===== src/rtl/mpio_pkg.sv =====
package mpio_pkg;
  localparam int unsigned REG_AW = 3;

  typedef enum logic [1:0] {
    SRC_DOUT  = 2'd0,
    SRC_ADDR  = 2'd1,
    SRC_MCELL = 2'd2,
    SRC_CS    = 2'd3
  } src_e;

  localparam logic [REG_AW-1:0] OFS_DIN   = 3'd0;
  localparam logic [REG_AW-1:0] OFS_DOUT  = 3'd1;
  localparam logic [REG_AW-1:0] OFS_DIR   = 3'd2;
  localparam logic [REG_AW-1:0] OFS_SEL0  = 3'd3;
  localparam logic [REG_AW-1:0] OFS_SEL1  = 3'd4;
  localparam logic [REG_AW-1:0] OFS_MCELL = 3'd5;
endpackage


===== src/rtl/mpio_regs.sv =====
module mpio_regs
  import mpio_pkg::*;
#(
  parameter int unsigned WIDTH    = 8,
  parameter bit          HAS_CTRL = 1'b1
) (
  input  logic              clk_i,
  input  logic              rst_ni,
  input  logic              we_i,
  input  logic [REG_AW-1:0] addr_i,
  input  logic [WIDTH-1:0]  wdata_i,
  output logic [WIDTH-1:0]  dout_o,
  output logic [WIDTH-1:0]  dir_o,
  output logic [WIDTH-1:0]  sel0_o,
  output logic [WIDTH-1:0]  sel1_o
);
  logic [WIDTH-1:0] dout_q, dir_q;

  always_ff @(posedge clk_i or negedge rst_ni) begin
    if (!rst_ni) begin
      dout_q <= '0;
      dir_q  <= '0;
    end else if (we_i) begin
      if (addr_i == OFS_DOUT) dout_q <= wdata_i;
      if (addr_i == OFS_DIR)  dir_q  <= wdata_i;
    end
  end

  assign dout_o = dout_q;
  assign dir_o  = dir_q;

  if (HAS_CTRL) begin : g_ctrl
    logic [WIDTH-1:0] sel0_q, sel1_q;
    always_ff @(posedge clk_i or negedge rst_ni) begin
      if (!rst_ni) begin
        sel0_q <= '0;
        sel1_q <= '0;
      end else if (we_i) begin
        if (addr_i == OFS_SEL0) sel0_q <= wdata_i;
        if (addr_i == OFS_SEL1) sel1_q <= wdata_i;
      end
    end
    assign sel0_o = sel0_q;
    assign sel1_o = sel1_q;
  end else begin : g_noctrl
    assign sel0_o = '0;
    assign sel1_o = '0;
  end
endmodule


===== src/rtl/mpio_addr_latch.sv =====
module mpio_addr_latch #(
  parameter int unsigned WIDTH = 8
) (
  input  logic             clk_i,
  input  logic             rst_ni,
  input  logic             ale_i,
  input  logic [WIDTH-1:0] addr_i,
  output logic [WIDTH-1:0] alat_o
);
  logic [WIDTH-1:0] hold_q;

  // flop tracks while open; bypass gives transparency without a real latch
  always_ff @(posedge clk_i or negedge rst_ni) begin
    if (!rst_ni)    hold_q <= '0;
    else if (ale_i) hold_q <= addr_i;
  end

  assign alat_o = ale_i ? addr_i : hold_q;
endmodule


===== src/rtl/mpio_pin_mux.sv =====
module mpio_pin_mux
  import mpio_pkg::*;
#(
  parameter int unsigned WIDTH = 8,
  localparam int unsigned SW   = 2 * WIDTH
) (
  input  logic [SW-1:0]    sel_i,
  input  logic [WIDTH-1:0] dout_i,
  input  logic [WIDTH-1:0] alat_i,
  input  logic [WIDTH-1:0] mcell_i,
  input  logic [WIDTH-1:0] cs_i,
  input  logic [WIDTH-1:0] dir_i,
  input  logic [WIDTH-1:0] oe_mode_i,
  input  logic [WIDTH-1:0] oe_pt_i,
  output logic [WIDTH-1:0] pad_o,
  output logic [WIDTH-1:0] pad_oe_o
);
  for (genvar i = 0; i < WIDTH; i++) begin : g_pin
    src_e src;
    assign src = src_e'(sel_i[2*i +: 2]);

    always_comb begin
      unique case (src)
        SRC_DOUT:  pad_o[i] = dout_i[i];
        SRC_ADDR:  pad_o[i] = alat_i[i];
        SRC_MCELL: pad_o[i] = mcell_i[i];
        default:   pad_o[i] = cs_i[i];
      endcase
    end

    assign pad_oe_o[i] = oe_mode_i[i] ? oe_pt_i[i] : dir_i[i];
  end
endmodule


===== src/rtl/mpio_readback.sv =====
module mpio_readback
  import mpio_pkg::*;
#(
  parameter int unsigned WIDTH = 8
) (
  input  logic [REG_AW-1:0] addr_i,
  input  logic [WIDTH-1:0]  pad_i,
  input  logic [WIDTH-1:0]  dout_i,
  input  logic [WIDTH-1:0]  dir_i,
  input  logic [WIDTH-1:0]  sel0_i,
  input  logic [WIDTH-1:0]  sel1_i,
  input  logic [WIDTH-1:0]  mcell_i,
  output logic [WIDTH-1:0]  rdata_o
);
  always_comb begin
    unique case (addr_i)
      OFS_DIN:   rdata_o = pad_i;
      OFS_DOUT:  rdata_o = dout_i;
      OFS_DIR:   rdata_o = dir_i;
      OFS_SEL0:  rdata_o = sel0_i;
      OFS_SEL1:  rdata_o = sel1_i;
      OFS_MCELL: rdata_o = mcell_i;
      default:   rdata_o = '0;
    endcase
  end
endmodule


===== src/rtl/mpio_port.sv =====
module mpio_port
  import mpio_pkg::*;
#(
  parameter int unsigned WIDTH    = 8,
  parameter bit          HAS_CTRL = 1'b1,
  localparam int unsigned SW      = 2 * WIDTH
) (
  input  logic              clk_i,
  input  logic              rst_ni,
  input  logic [REG_AW-1:0] reg_addr_i,
  input  logic              reg_we_i,
  input  logic [WIDTH-1:0]  reg_wdata_i,
  output logic [WIDTH-1:0]  reg_rdata_o,
  input  logic              ale_i,
  input  logic [WIDTH-1:0]  addr_i,
  input  logic [WIDTH-1:0]  mcell_i,
  input  logic [WIDTH-1:0]  ext_cs_i,
  input  logic [WIDTH-1:0]  oe_mode_i,
  input  logic [WIDTH-1:0]  oe_pt_i,
  input  logic [SW-1:0]     cfg_sel_i,
  input  logic [WIDTH-1:0]  pad_i,
  output logic [WIDTH-1:0]  pad_o,
  output logic [WIDTH-1:0]  pad_oe_o
);
  logic [WIDTH-1:0] dout_q, dir_q, sel0_q, sel1_q, alat;
  logic [SW-1:0]    pin_sel;

  mpio_regs #(.WIDTH(WIDTH), .HAS_CTRL(HAS_CTRL)) u_regs (
    .clk_i   (clk_i),
    .rst_ni  (rst_ni),
    .we_i    (reg_we_i),
    .addr_i  (reg_addr_i),
    .wdata_i (reg_wdata_i),
    .dout_o  (dout_q),
    .dir_o   (dir_q),
    .sel0_o  (sel0_q),
    .sel1_o  (sel1_q)
  );

  mpio_addr_latch #(.WIDTH(WIDTH)) u_alat (
    .clk_i  (clk_i),
    .rst_ni (rst_ni),
    .ale_i  (ale_i),
    .addr_i (addr_i),
    .alat_o (alat)
  );

  if (HAS_CTRL) begin : g_sw_sel
    logic unused_cfg;
    assign unused_cfg = ^cfg_sel_i;
    for (genvar i = 0; i < WIDTH; i++) begin : g_pack
      assign pin_sel[2*i +: 2] = {sel1_q[i], sel0_q[i]};
    end
  end else begin : g_fixed_sel
    assign pin_sel = cfg_sel_i;
  end

  mpio_pin_mux #(.WIDTH(WIDTH)) u_mux (
    .sel_i     (pin_sel),
    .dout_i    (dout_q),
    .alat_i    (alat),
    .mcell_i   (mcell_i),
    .cs_i      (ext_cs_i),
    .dir_i     (dir_q),
    .oe_mode_i (oe_mode_i),
    .oe_pt_i   (oe_pt_i),
    .pad_o     (pad_o),
    .pad_oe_o  (pad_oe_o)
  );

  mpio_readback #(.WIDTH(WIDTH)) u_rb (
    .addr_i  (reg_addr_i),
    .pad_i   (pad_i),
    .dout_i  (dout_q),
    .dir_i   (dir_q),
    .sel0_i  (sel0_q),
    .sel1_i  (sel1_q),
    .mcell_i (mcell_i),
    .rdata_o (reg_rdata_o)
  );
endmodule


===== config.mk =====
export PLATFORM = sky130hd
export DESIGN_NAME = mpio_port
export DESIGN_NICKNAME = d
export VERILOG_FILES = /design/src/rtl/mpio_pkg.sv /design/src/rtl/mpio_regs.sv /design/src/rtl/mpio_addr_latch.sv /design/src/rtl/mpio_pin_mux.sv /design/src/rtl/mpio_readback.sv /design/src/rtl/mpio_port.sv
export SDC_FILE = /design/constraint.sdc
export NUM_CORES = 1
export LEC_CHECK = 0
export BUFFER_PORTS_ARGS = -buffer_cell sky130_fd_sc_hd__buf_4
export CORE_MARGIN = 4
export CORE_UTILIZATION = 51
export DETAILED_ROUTE_END_ITERATION = 10
export PLACE_DENSITY = 0.86
export SETUP_SLACK_MARGIN = 0.05
export SLEW_MARGIN = 15
export SYNTH_ARGS = -nofsm -noshare
export SYNTH_HDL_FRONTEND = slang
export SYNTH_SLANG_ARGS = --single-unit

===== constraint.sdc =====
create_clock -name clk_i -period 4.2 [get_ports clk_i]
set_input_delay 1.05 -clock clk_i [delete_from_list [all_inputs] [get_ports clk_i]]
set_output_delay 1.05 -clock clk_i [all_outputs]
set_load 0.02 [all_outputs]

==> Yosys cells after proc, flatten, opt, wreduce, memory -nomap -nowiden <==
Index checks and enable logic that the tools add are counted.
{ "totals": {"reg_bits": 40, "inputBits": 79, "output_inout_bits": 24, "word_cells": 57} }
{ "op_classes": {"eq_ne": 21, "mux": 18, "reduce_logical": 13} }
{ "ops": {"columns": ["op", "count"], "rows": [
  ["one-hot mux 8 bit (6 select lines)", 1],
  ["one-hot mux 1 bit (3 select lines)", 8],
  ["== test 2 x 1 -> 1 bit, second input constant", 8],
  ["== test 2 bit, second input constant", 8],
  ["zero test 2 bit", 8],
  ["2-to-1 mux 1 bit", 8],
  ["2-to-1 mux 8 bit", 1],
  ["AND reduction 2 bit", 4],
  ["== test 3 x 2 -> 1 bit, second input constant", 2],
  ["== test 3 bit, second input constant", 2],
  ["== test 3 x 1 -> 1 bit, second input constant", 1],
  ["zero test 3 bit", 1]
]} }

==> Longest topological paths before layout <==
Gate-level depths: netlist of run 1.
{ "logic_depth": {"ltp_word": 2, "ltp_mapped": 6, "depth_no_buf": 3} }

==> Cells and area by module <==
Synthesis of run 1 repeated with hierarchy kept, for this count alone.
{ "hier_totals": {"hier_cells": 158, "hier_area_um2": 2339.7} }
{ "by_module_without_submodules": {"columns": ["module", "n_inst", "cells_per_inst", "area_each_um2", "seq_area_each_um2"], "rows": [
  ["mpio_regs", 1, 71, 1277.5, 800.8],
  ["mpio_readback", 1, 54, 460.4, 0.0],
  ["mpio_addr_latch", 1, 17, 331.6, 200.2],
  ["mpio_pin_mux", 1, 16, 270.3, 0.0]
]} }

==> Least setup slack after synthesis of run 1 <==
No wires, ideal clock.
{ "synth_timing": {"kind": "in2out", "from": "input reg_addr_i[0]", "to": "output reg_rdata_o[0]", "arrival_time_ps": 2093, "t_required_ps": 3150, "setup_slack_ps": 1057, "path_stages": 5, "path_buffers": 2, "path_cell_list": "buf_4 buf_4 mux2_2 a32oi_1 o21ai_0"} }
{ "synth_via": {"elab_chain_cells": 2, "elab_cells_between_ends": 7, "classes_between": "5 x eq/ne; 1 x mux; 1 x reduce/logical"} }
{ "synth_lines": {"columns": ["item", "line", "rtl"], "rows": [
  ["from (decl)", "mpio_port.sv:10", "input logic [REG_AW-1:0] reg_addr_i,"],
  ["== test 3 bit (tied with other cells)", "mpio_readback.sv:16", "unique case (addr_i)"],
  ["one-hot mux 8 bit (6 select lines) (*)", "mpio_readback.sv:16", null],
  ["to (decl)", "mpio_port.sv:13", "output logic [WIDTH-1:0] reg_rdata_o,"]
]} }
Mark *: on every way between the ends. The rest lies on a longest branch, timed or not.

==> Worst setup path in the final report of run 1 <==
{ "layout_timing": {"from": "input reg_addr_i[2]", "to": "output reg_rdata_o[1]"} }
Same word-level chain as after synthesis.

==> results.sh, run 1 <==
export IMPL_status="completed"
export IMPL_p_seq_frac=0.414
export IMPL_clock_sinks=40
export IMPL_whs_ns=0.4954
export IMPL_core_sq_um=4354
export IMPL_grtUsageTotal=0.1948
export IMPL_fin_crit_ns=3.329
export IMPL_synth_xor_area_frac=0
export IMPL_ys_seq_area_frac=0.4372
export IMPL_fmax_mhz=300.4
export IMPL_p_int_uw=887.7
export IMPL_place_hpwl_mm=3.973
export IMPL_utilization=0.6974
export IMPL_rsz0062_at_grt="no"
export IMPL_grt_overflow_total=0
export IMPL_vias_per_cell=5.709
export IMPL_syn_avg_cell_area_sq_um=14.31
export IMPL_regToRegEndpoint="u_regs.dir_o[6]"
export IMPL_crit_required_ns=3.15
export IMPL_fin_nets=322
export IMPL_p_per_area_nw_per_um2=414.4
export IMPL_die_width_um=75.01
export IMPL_synth_top_cell_by_area="dfrtp_1"
export IMPL_power_frac_comb=0.335
export IMPL_critical_path_arrival_ns=2.28
export IMPL_max_cap_violations=0
export IMPL_worstSetupEndpointType="primary output"
export IMPL_synth_mux_area_frac=0.4044
export IMPL_crit_start="reg_addr_i[2]"
export IMPL_synthAdderAreaFrac=0
export IMPL_hp_class="register to register"
export IMPL_ant_nets=0
export IMPL_setup_tns_ns=0
export IMPL_area_growth_pct=32.62
export IMPL_hold_path_end="u_alat.hold_q[0]"
export IMPL_ys_warnings_count=0
export IMPL_die_h_um=75.01
export IMPL_peakVddDrop_mv=0.2286
export IMPL_cts_resized=0
export IMPL_wire_per_inst_um=18.34
export IMPL_drc=0
export IMPL_nFillCells=310
export IMPL_power_switching_uw=370.7
export IMPL_grt_first_pass_wirelength_mm=8.142
export IMPL_ys_ff_latch=40
export IMPL_cts_buffers=5
export IMPL_gp_congestion=0.8215
export IMPL_initial_core_util=0.5259
export IMPL_tightest_slew_ns=0.6323
export IMPL_crit_path_start_kind="input pin"
export IMPL_yosysTopAreaCellShare=0.4372
export IMPL_synth_top_family_by_area="multiplexers"
export IMPL_synthSimpleGateAreaFrac=0.05792
export IMPL_synthCells=160
export IMPL_ys_top_cells_by_area="dfrtp_1 (44%), mux2_2 (25%), mux4_2 (7.9%)"
export IMPL_clk_pin_slew_ns=0.08
export IMPL_synth_cell_types=30
export IMPL_hold_buffers=0
export IMPL_io_buffers=86
export IMPL_setup_viol=0
export IMPL_row_count=24
export IMPL_drive_gt1_frac=0.6762
export IMPL_power_share_switching=0.2946
export IMPL_setup_slack_ns=0.8709
export IMPL_finalMaxSlewViolations=0
export IMPL_relSlewSlack=0.5776
export IMPL_grt_pass1_vias=1705
export IMPL_clock_root_buffer="clkbuf_8"
export IMPL_wirelength_mm=5.428
export IMPL_cp_max_fo=10
export IMPL_finalHoldViolCount=0
export IMPL_worstSkewPairLatency_ns=0.29
export IMPL_worstReg2RegStart="u_regs.dir_o[6]"
export IMPL_post_cts_buffers=0
export IMPL_clock_path_buffers=2
export IMPL_first_pass_iters=4
export IMPL_grt_max_degree=41
export IMPL_ff2ff_setup_slack_ns=3.40
export IMPL_hold_depth=1
export IMPL_cts_max_level=2
export IMPL_power_static_leakage_uw=0.001380
export IMPL_async_flop_share=1.000
export IMPL_synth_top_flop_cell="dfrtp_1"
export IMPL_syn_num_nets=239
export IMPL_cts_tree="yes"
export IMPL_synth_compound_area_frac=0.06612
export IMPL_period_share=0.7926
export IMPL_antenna_cells=0
export IMPL_place_ws_ns=0.8874
export IMPL_r2r_cells=1
export IMPL_synth_edf_count=0
export IMPL_skew_ns=0
export IMPL_dieArea_sq_um=5626
export IMPL_worstHoldStart="u_alat.hold_q[0]"
export IMPL_first_iter_violations=101
export IMPL_design_area_sq_um=3037
export IMPL_p_clk_frac=0.251
export IMPL_synth_area_sq_um=2290
export IMPL_antenna_found_initial=0
export IMPL_num_io_pins=103
export IMPL_path_class="input pin to primary output"
export IMPL_place_area_sq_um=2925
export IMPL_num_vias=1690
## metal layers
layer | track usage | up-vias | share of wire
met1 | 0.2563 | 838 | 0.42
met4 | 0.06126 | 0 | 0.0085
met3 | 0.05607 | 6 | 0.077
li1 | - | 781 | -
met2 | 0.3124 | 65 | 0.49
met5 | 0 | - | 0
## layout by cell type (no fill, tap or decap), types with 3 or more instances in the layout
cell,count
buf_4,86
clkbuf_8,5
a22oi_1,5
o21ai_0,3
mux2_4,8
mux2_2,51
a32oi_1,3
mux2i_1,4
mux4_2,8
dfrtp_1,40
nor2b_1,3
## flip-flops by register name, indices dropped and copies added, names as in the netlist
signal	flops
u_alat.hold_q	8
u_regs.dir_o	8
u_regs.dout_o	8
u_regs.sel0_o	8
u_regs.sel1_o	8
## Yosys cell counts, types with 3 or more instances
master	n
a22oi_1	5
mux2i_1	4
a32oi_1	3
mux2_4	8
buf_6	3
o21ai_0	3
dfrtp_1	40
mux4_2	8
buf_4	3
buf_2	3
nor2b_1	3
mux2_2	51
## worst max-delay path by stage
| stage | end | slack (ns) |
|---|---|---|
| 5_1_grt | reg_rdata_o[7] | 0.80 |
| 4_1_cts | reg_rdata_o[1] | 0.89 |
| 3_3_place_gp | reg_rdata_o[1] | 0.90 |
| 6_report | reg_rdata_o[1] | 0.87 |
| 3_5_place_dp | reg_rdata_o[1] | 0.89 |
| 2_1_floorplan | reg_rdata_o[0] | 1.06 |
## logic make-up after synthesis
family                 after synthesis
and+or+nand+nor                     16
buffers and inverters               11
DFF                                 40
muxes                               72
AOI/OAI and AO/OA                   21
## final cells by class
class / count / area (sq um) / share of cell area
well taps: 52 / 65.06 / 0.02143
multi-input cells: 109 / 1210 / 0.3984
clock inverters: 3 / 42.54 / 0.01401
flip-flops and latches: 40 / 1001 / 0.3296
repair buffers: 86 / 645.6 / 0.2126
inverters: 1 / 3.754 / 0.001236
clock buffers: 5 / 68.82 / 0.02266
## power groups by stage
stage	sequential (uW)	combinational, uW	clock (uW)
final	521	422	315
after global routing	532	451	334
after CTS	521	426	320
after detailed placement	529	424	0
after global placement	524	416	0
after floorplan	509	278	0
## critical path, cell delays in order
cell	delay [ns]
buf_4	0.16
nor2b_1	0.54
a22oi_1	0.18
a21oi_1	0.18
buf_4	0.16
## per-stage QoR
stage | power (uW) | cells
after floorplan | 787.1 | 160
after global placement | 939.6 | 288
after detailed placement | 952.9 | 288
after CTS | 1267 | 296
after global routing | 1317 | 296
final | 1258 | 296
No activity file was read; power rests on OpenSTA's default activity.
==> run 2, diff against run 1 <==
- CORE_UTILIZATION: 51 -> 47
- PLACE_DENSITY: 0.86 -> 0.8
- clock period: 4.2 -> 3.4 ns (I/O delays scaled with it)
==> results.sh, run 2 (synthesized netlist as in run 1, its figures left out) <==
export IMPL_status="completed"
export IMPL_die_width_um=77.80
export IMPL_clk_pin_slew_ns=0.07
export IMPL_path_class="input pin to primary output"
export IMPL_utilization=0.6429
export IMPL_rsz0062_at_grt="no"
export IMPL_fmax_mhz=344.0
export IMPL_skew_ns=0
export IMPL_seq_area_sq_um=1001
export IMPL_crit_path_start_kind="input pin"
export IMPL_cts_tree="yes"
export IMPL_area_growth_pct=32.62
export IMPL_whs_ns=0.4950
export IMPL_io_buffers=86
export IMPL_critical_path_arrival_ns=2.06
export IMPL_grt_pass1_vias=1795
export IMPL_worstReg2RegStart="u_regs.sel0_o[6]"
export IMPL_worstSkewPairLatency_ns=0.30
export IMPL_cts_max_level=2
export IMPL_first_pass_iters=4
export IMPL_initial_core_util=0.4848
export IMPL_setup_viol=0
export IMPL_drive_gt1_frac=0.6762
export IMPL_ant_nets=0
export IMPL_clock_sinks=40
export IMPL_die_h_um=77.80
export IMPL_multi_input_area_sq_um=1210
export IMPL_stdcell_count=311
export IMPL_cp_endpoint="reg_rdata_o[1]"
export IMPL_final_cell_mix="buf_4 (86), mux2_2 (51), dfrtp_1 (40)"
export IMPL_gp_congestion=0.8178
export IMPL_max_cap_violations=0
export IMPL_r2r_cells=1
export IMPL_crit_required_ns=2.55
export IMPL_drc=0
export IMPL_finalHoldViolCount=0
export IMPL_grt_overflow_total=0
export IMPL_finalMaxSlewViolations=0
export IMPL_regToRegEndpoint="u_regs.sel0_o[6]"
export IMPL_vias_per_cell=5.415
export IMPL_ff2ff_setup_slack_ns=2.58
export IMPL_fin_total_pwr_uw=1488
export IMPL_final_common_cell="buf_4"
export IMPL_num_io_pins=103
export IMPL_antenna_cells=0
export IMPL_setup_tns_ns=0
export IMPL_cts_resized=0
export IMPL_grt_max_degree=41
export IMPL_relSlewSlack=0.5686
export IMPL_power_static_leakage_uw=0.001377
export IMPL_grt_first_pass_wirelength_mm=8.866
export IMPL_hp_class="register to register"
export IMPL_dp_cells=303
export IMPL_fin_nets=322
export IMPL_wirelength_mm=5.387
export IMPL_cts_buffers=5
export IMPL_dieArea_sq_um=6052
export IMPL_cp_max_fo=10
export IMPL_antenna_found_initial=0
export IMPL_hold_buffers=0
export IMPL_num_vias=1684
export IMPL_crit_start="reg_addr_i[2]"
export IMPL_fin_crit_ns=2.907
export IMPL_first_iter_violations=83
export IMPL_grtUsageTotal=0.1895
export IMPL_tightest_slew_ns=0.6470
export IMPL_core_sq_um=4723
export IMPL_place_hpwl_mm=4.070
export IMPL_row_count=25
export IMPL_nFillCells=382
export IMPL_clock_root_buffer="clkbuf_8"
export IMPL_p_per_area_nw_per_um2=490.0
export IMPL_worstSetupEndpointType="primary output"
export IMPL_wire_per_inst_um=17.32
export IMPL_clock_path_buffers=2
export IMPL_post_cts_buffers=0
export IMPL_peakVddDrop_mv=0.2723
export IMPL_period_share=0.8549
-- run 2: changes by cell type in the layout (fill, tap and decap cells not counted), sizes merged --
cell      previous run  this run
clkinvlp             1         0
clkinv               1         2
clkbuf               5         6
bufinv               1         0
-- run 2: metal layers --
metal / global-route usage / vias to the layer above / part of all wire
met4: 0.08185 / 0 / 0.027
met5: 0 / - / 0
met1: 0.2257 / 835 / 0.39
met3: 0.04988 / 15 / 0.057
li1: - / 780 / -
met2: 0.3211 / 54 / 0.52
-- run 2: through the flow --
| step | setup WS [ns] | area [sq um] |
|---|---|---|
| global placement | 0.5181 | 2944 |
| global route | 0.3029 | 3037 |
| finish | 0.4932 | 3037 |
| floorplan | 0.6572 | 2290 |
| detailed placement | 0.4925 | 2944 |
| CTS | 0.4856 | 3037 |
-- run 2: report_power, final --
| group | switching, uW | internal, uW |
|---|---|---|
| Clock | 161 | 162 |
| Combinational | 209 | 310 |
| Sequential | 76.3 | 570 |
-- run 2: how the worst min path moves through the flow --
stage	startpoint	cells past startpoint	to	slack (ns)
finish	u_alat.hold_q[7]	1	u_alat.hold_q[7]	0.50
CTS	u_alat.hold_q[7]	1	u_alat.hold_q[7]	0.50
floorplan	u_alat.hold_q[0]	1	u_alat.hold_q[0]	0.45
detailed placement	u_alat.hold_q[7]	1	u_alat.hold_q[7]	0.48
global route	u_alat.hold_q[7]	1	u_alat.hold_q[7]	0.52
global placement	u_alat.hold_q[0]	1	u_alat.hold_q[0]	0.47
-- run 2: cell type report --
type	count	share of cell area
sequential	40	0.3296
clock buffer	6	0.02719
clock inverter	2	0.003296
inverter	1	0.001236
multi-input combinational	109	0.3984
timing repair buffer	86	0.2126
tap	67	0.02761
-- run 2: critical path, stage by stage --
cell	delay (ns)
buf_4	0.16
nor2b_1	0.51
a22oi_1	0.18
a21oi_1	0.18
buf_4	0.16
==> run 3, diff against run 2 <==
- PLACE_DENSITY: 0.8 -> default
- PLACE_DENSITY_LB_ADDON: default -> 0.3
- RECOVER_POWER: default -> 50
==> results.sh, run 3 (synthesized netlist as in run 1, its figures left out) <==
export IMPL_status="complete, but fails checks"
export IMPL_violations="max-capacitance violations, max-slew violations"
export IMPL_clock_sinks=40
export IMPL_worstReg2RegStart="u_alat.hold_q[0]"
export IMPL_antenna_cells=0
export IMPL_clock_root_buffer="clkbuf_8"
export IMPL_core_sq_um=4723
export IMPL_p_int_uw=1017
export IMPL_die_h_um=77.80
export IMPL_post_cts_buffers=0
export IMPL_worstSetupEndpointType="primary output"
export IMPL_worstHoldStart="u_alat.hold_q[1]"
export IMPL_hp_class="register to register"
export IMPL_row_count=25
export IMPL_finalHoldViolCount=0
export IMPL_cp_slowest_cell="nor2b_1"
export IMPL_fin_total_pwr_uw=1454
export IMPL_skew_ns=0
export IMPL_cts_buffers=5
export IMPL_cts_tree="yes"
export IMPL_first_iter_violations=84
export IMPL_num_io_pins=103
export IMPL_crit_chain="buf_4 -> nor2b_1 -> a221oi_1 -> a31oi_1 -> buf_4"
export IMPL_critical_path_arrival_ns=2.08
export IMPL_area_growth_pct=31.26
export IMPL_setup_tns_ns=0
export IMPL_antenna_found_initial=0
export IMPL_power_frac_comb=0.357
export IMPL_cpPeakStageDelay_ns=0.49
export IMPL_place_hpwl_mm=4.040
export IMPL_drive_gt1_frac=0.6420
export IMPL_initial_core_util=0.4848
export IMPL_rsz0062_at_grt="no"
export IMPL_p_per_area_nw_per_um2=483.9
export IMPL_ff2ff_setup_slack_ns=2.60
export IMPL_ant_nets=0
export IMPL_clk_pin_slew_ns=0.07
export IMPL_clock_path_buffers=2
export IMPL_p_seq_frac=0.443
export IMPL_grtUsageTotal=0.1879
export IMPL_cts_max_level=2
export IMPL_path_class="input pin to primary output"
export IMPL_crit_required_ns=2.55
export IMPL_drc=0
export IMPL_final_common_cell="buf_4"
export IMPL_power_static_leakage_uw=0.001358
export IMPL_power_share_switching=0.3009
export IMPL_grt_pass1_vias=1767
export IMPL_period_share=0.8609
export IMPL_grt_overflow_total=0
export IMPL_die_width_um=77.80
export IMPL_tightest_slew_ns=2.105
export IMPL_max_cap_violations=1
export IMPL_gp_congestion=0.8141
export IMPL_worstSkewPairLatency_ns=0.28
export IMPL_setup_viol=0
export IMPL_crit_path_start_kind="input pin"
export IMPL_cts_resized=0
export IMPL_vias_per_cell=5.529
export IMPL_wire_per_inst_um=17.67
export IMPL_fmax_mhz=341.7
export IMPL_p_clk_frac=0.201
export IMPL_fin_crit_ns=2.927
export IMPL_wirelength_mm=5.478
export IMPL_finalMaxSlewViolations=41
export IMPL_final_cell_mix="buf_4 (85), mux2_2 (47), dfrtp_1 (40)"
export IMPL_utilization=0.6363
export IMPL_crit_top_cell="buf_4"
export IMPL_grt_first_pass_wirelength_mm=8.887
export IMPL_power_switching_uw=437.5
export IMPL_first_pass_iters=4
export IMPL_relSlewSlack=-0.4035
export IMPL_dieArea_sq_um=6052
export IMPL_stdcell_count=310
export IMPL_dp_cells=303
export IMPL_crit_start="reg_addr_i[1]"
export IMPL_cp_max_fo=18
export IMPL_fin_nets=322
export IMPL_hold_buffers=0
export IMPL_grt_max_degree=41
export IMPL_io_buffers=86
export IMPL_num_vias=1714
export IMPL_peakVddDrop_mv=0.2984
[run 3: cell types whose count changed in the layout (fill, tap and decap cells not counted), sizes merged]
cell,before,now
buf,86,85
clkbuf,6,7
clkinv,2,1
[run 3: final cells by class]
cell class	count	area [sq um]
Fill cell	379	1718
Multi-Input combinational cell	109	1197
Sequential cell	40	1001
Timing Repair Buffer	86	641.9
Tap cell	67	83.83
Clock buffer	6	72.57
Clock inverter	1	5.005
Inverter	1	3.754
[run 3: power groups by stage]
stage               registers [uW]  logic [uW]  clock network, uW
floorplan                      629         343                  0
global placement               649         514                  0
detailed placement             653         525                  0
CTS                            644         527                302
global route                   659         556                316
finish                         644         519                292
[run 3: stage by stage]
| step | hold WS (ns) | instance area [sq um] | setup WS, ns |
|---|---|---|---|
| CTS | 0.5042 | 3022 | 0.4949 |
| floorplan | 0.4502 | 2290 | 0.6572 |
| finish | 0.4847 | 3005 | 0.4730 |
| global placement | 0.4769 | 2944 | 0.5178 |
| detailed placement | 0.4875 | 2944 | 0.4946 |
| global route | 0.5126 | 3005 | 0.3434 |
[run 3: path summary, 6_finish.rpt]
path | depth (start not counted) | endpoint
max | 5 | reg_rdata_o[7]
min | 1 | u_alat.hold_q[1]
max reg2reg | 1 | u_alat.hold_q[0]
min reg2reg | 1 | u_alat.hold_q[1]
max in group asynchronous | 1 | u_regs.dout_o[0]
min in group asynchronous | 1 | u_alat.hold_q[7]
[run 3: worst max-delay path: cells and delay by family]
family,cells,cell delay (ns)
AOI/OAI and AO/OA,2,0.37
buffers and inverters,2,0.36
and+or+nand+nor,1,0.49
[run 3: per-layer routing]
layer / track usage / part of all wire / up-vias
li1: - / - / 789
met1: 0.2417 / 0.42 / 865
met2: 0.3193 / 0.52 / 56
met3: 0.04176 / 0.060 / 4
met4: 0.04804 / 0.0077 / 0
met5: 0 / 0 / -
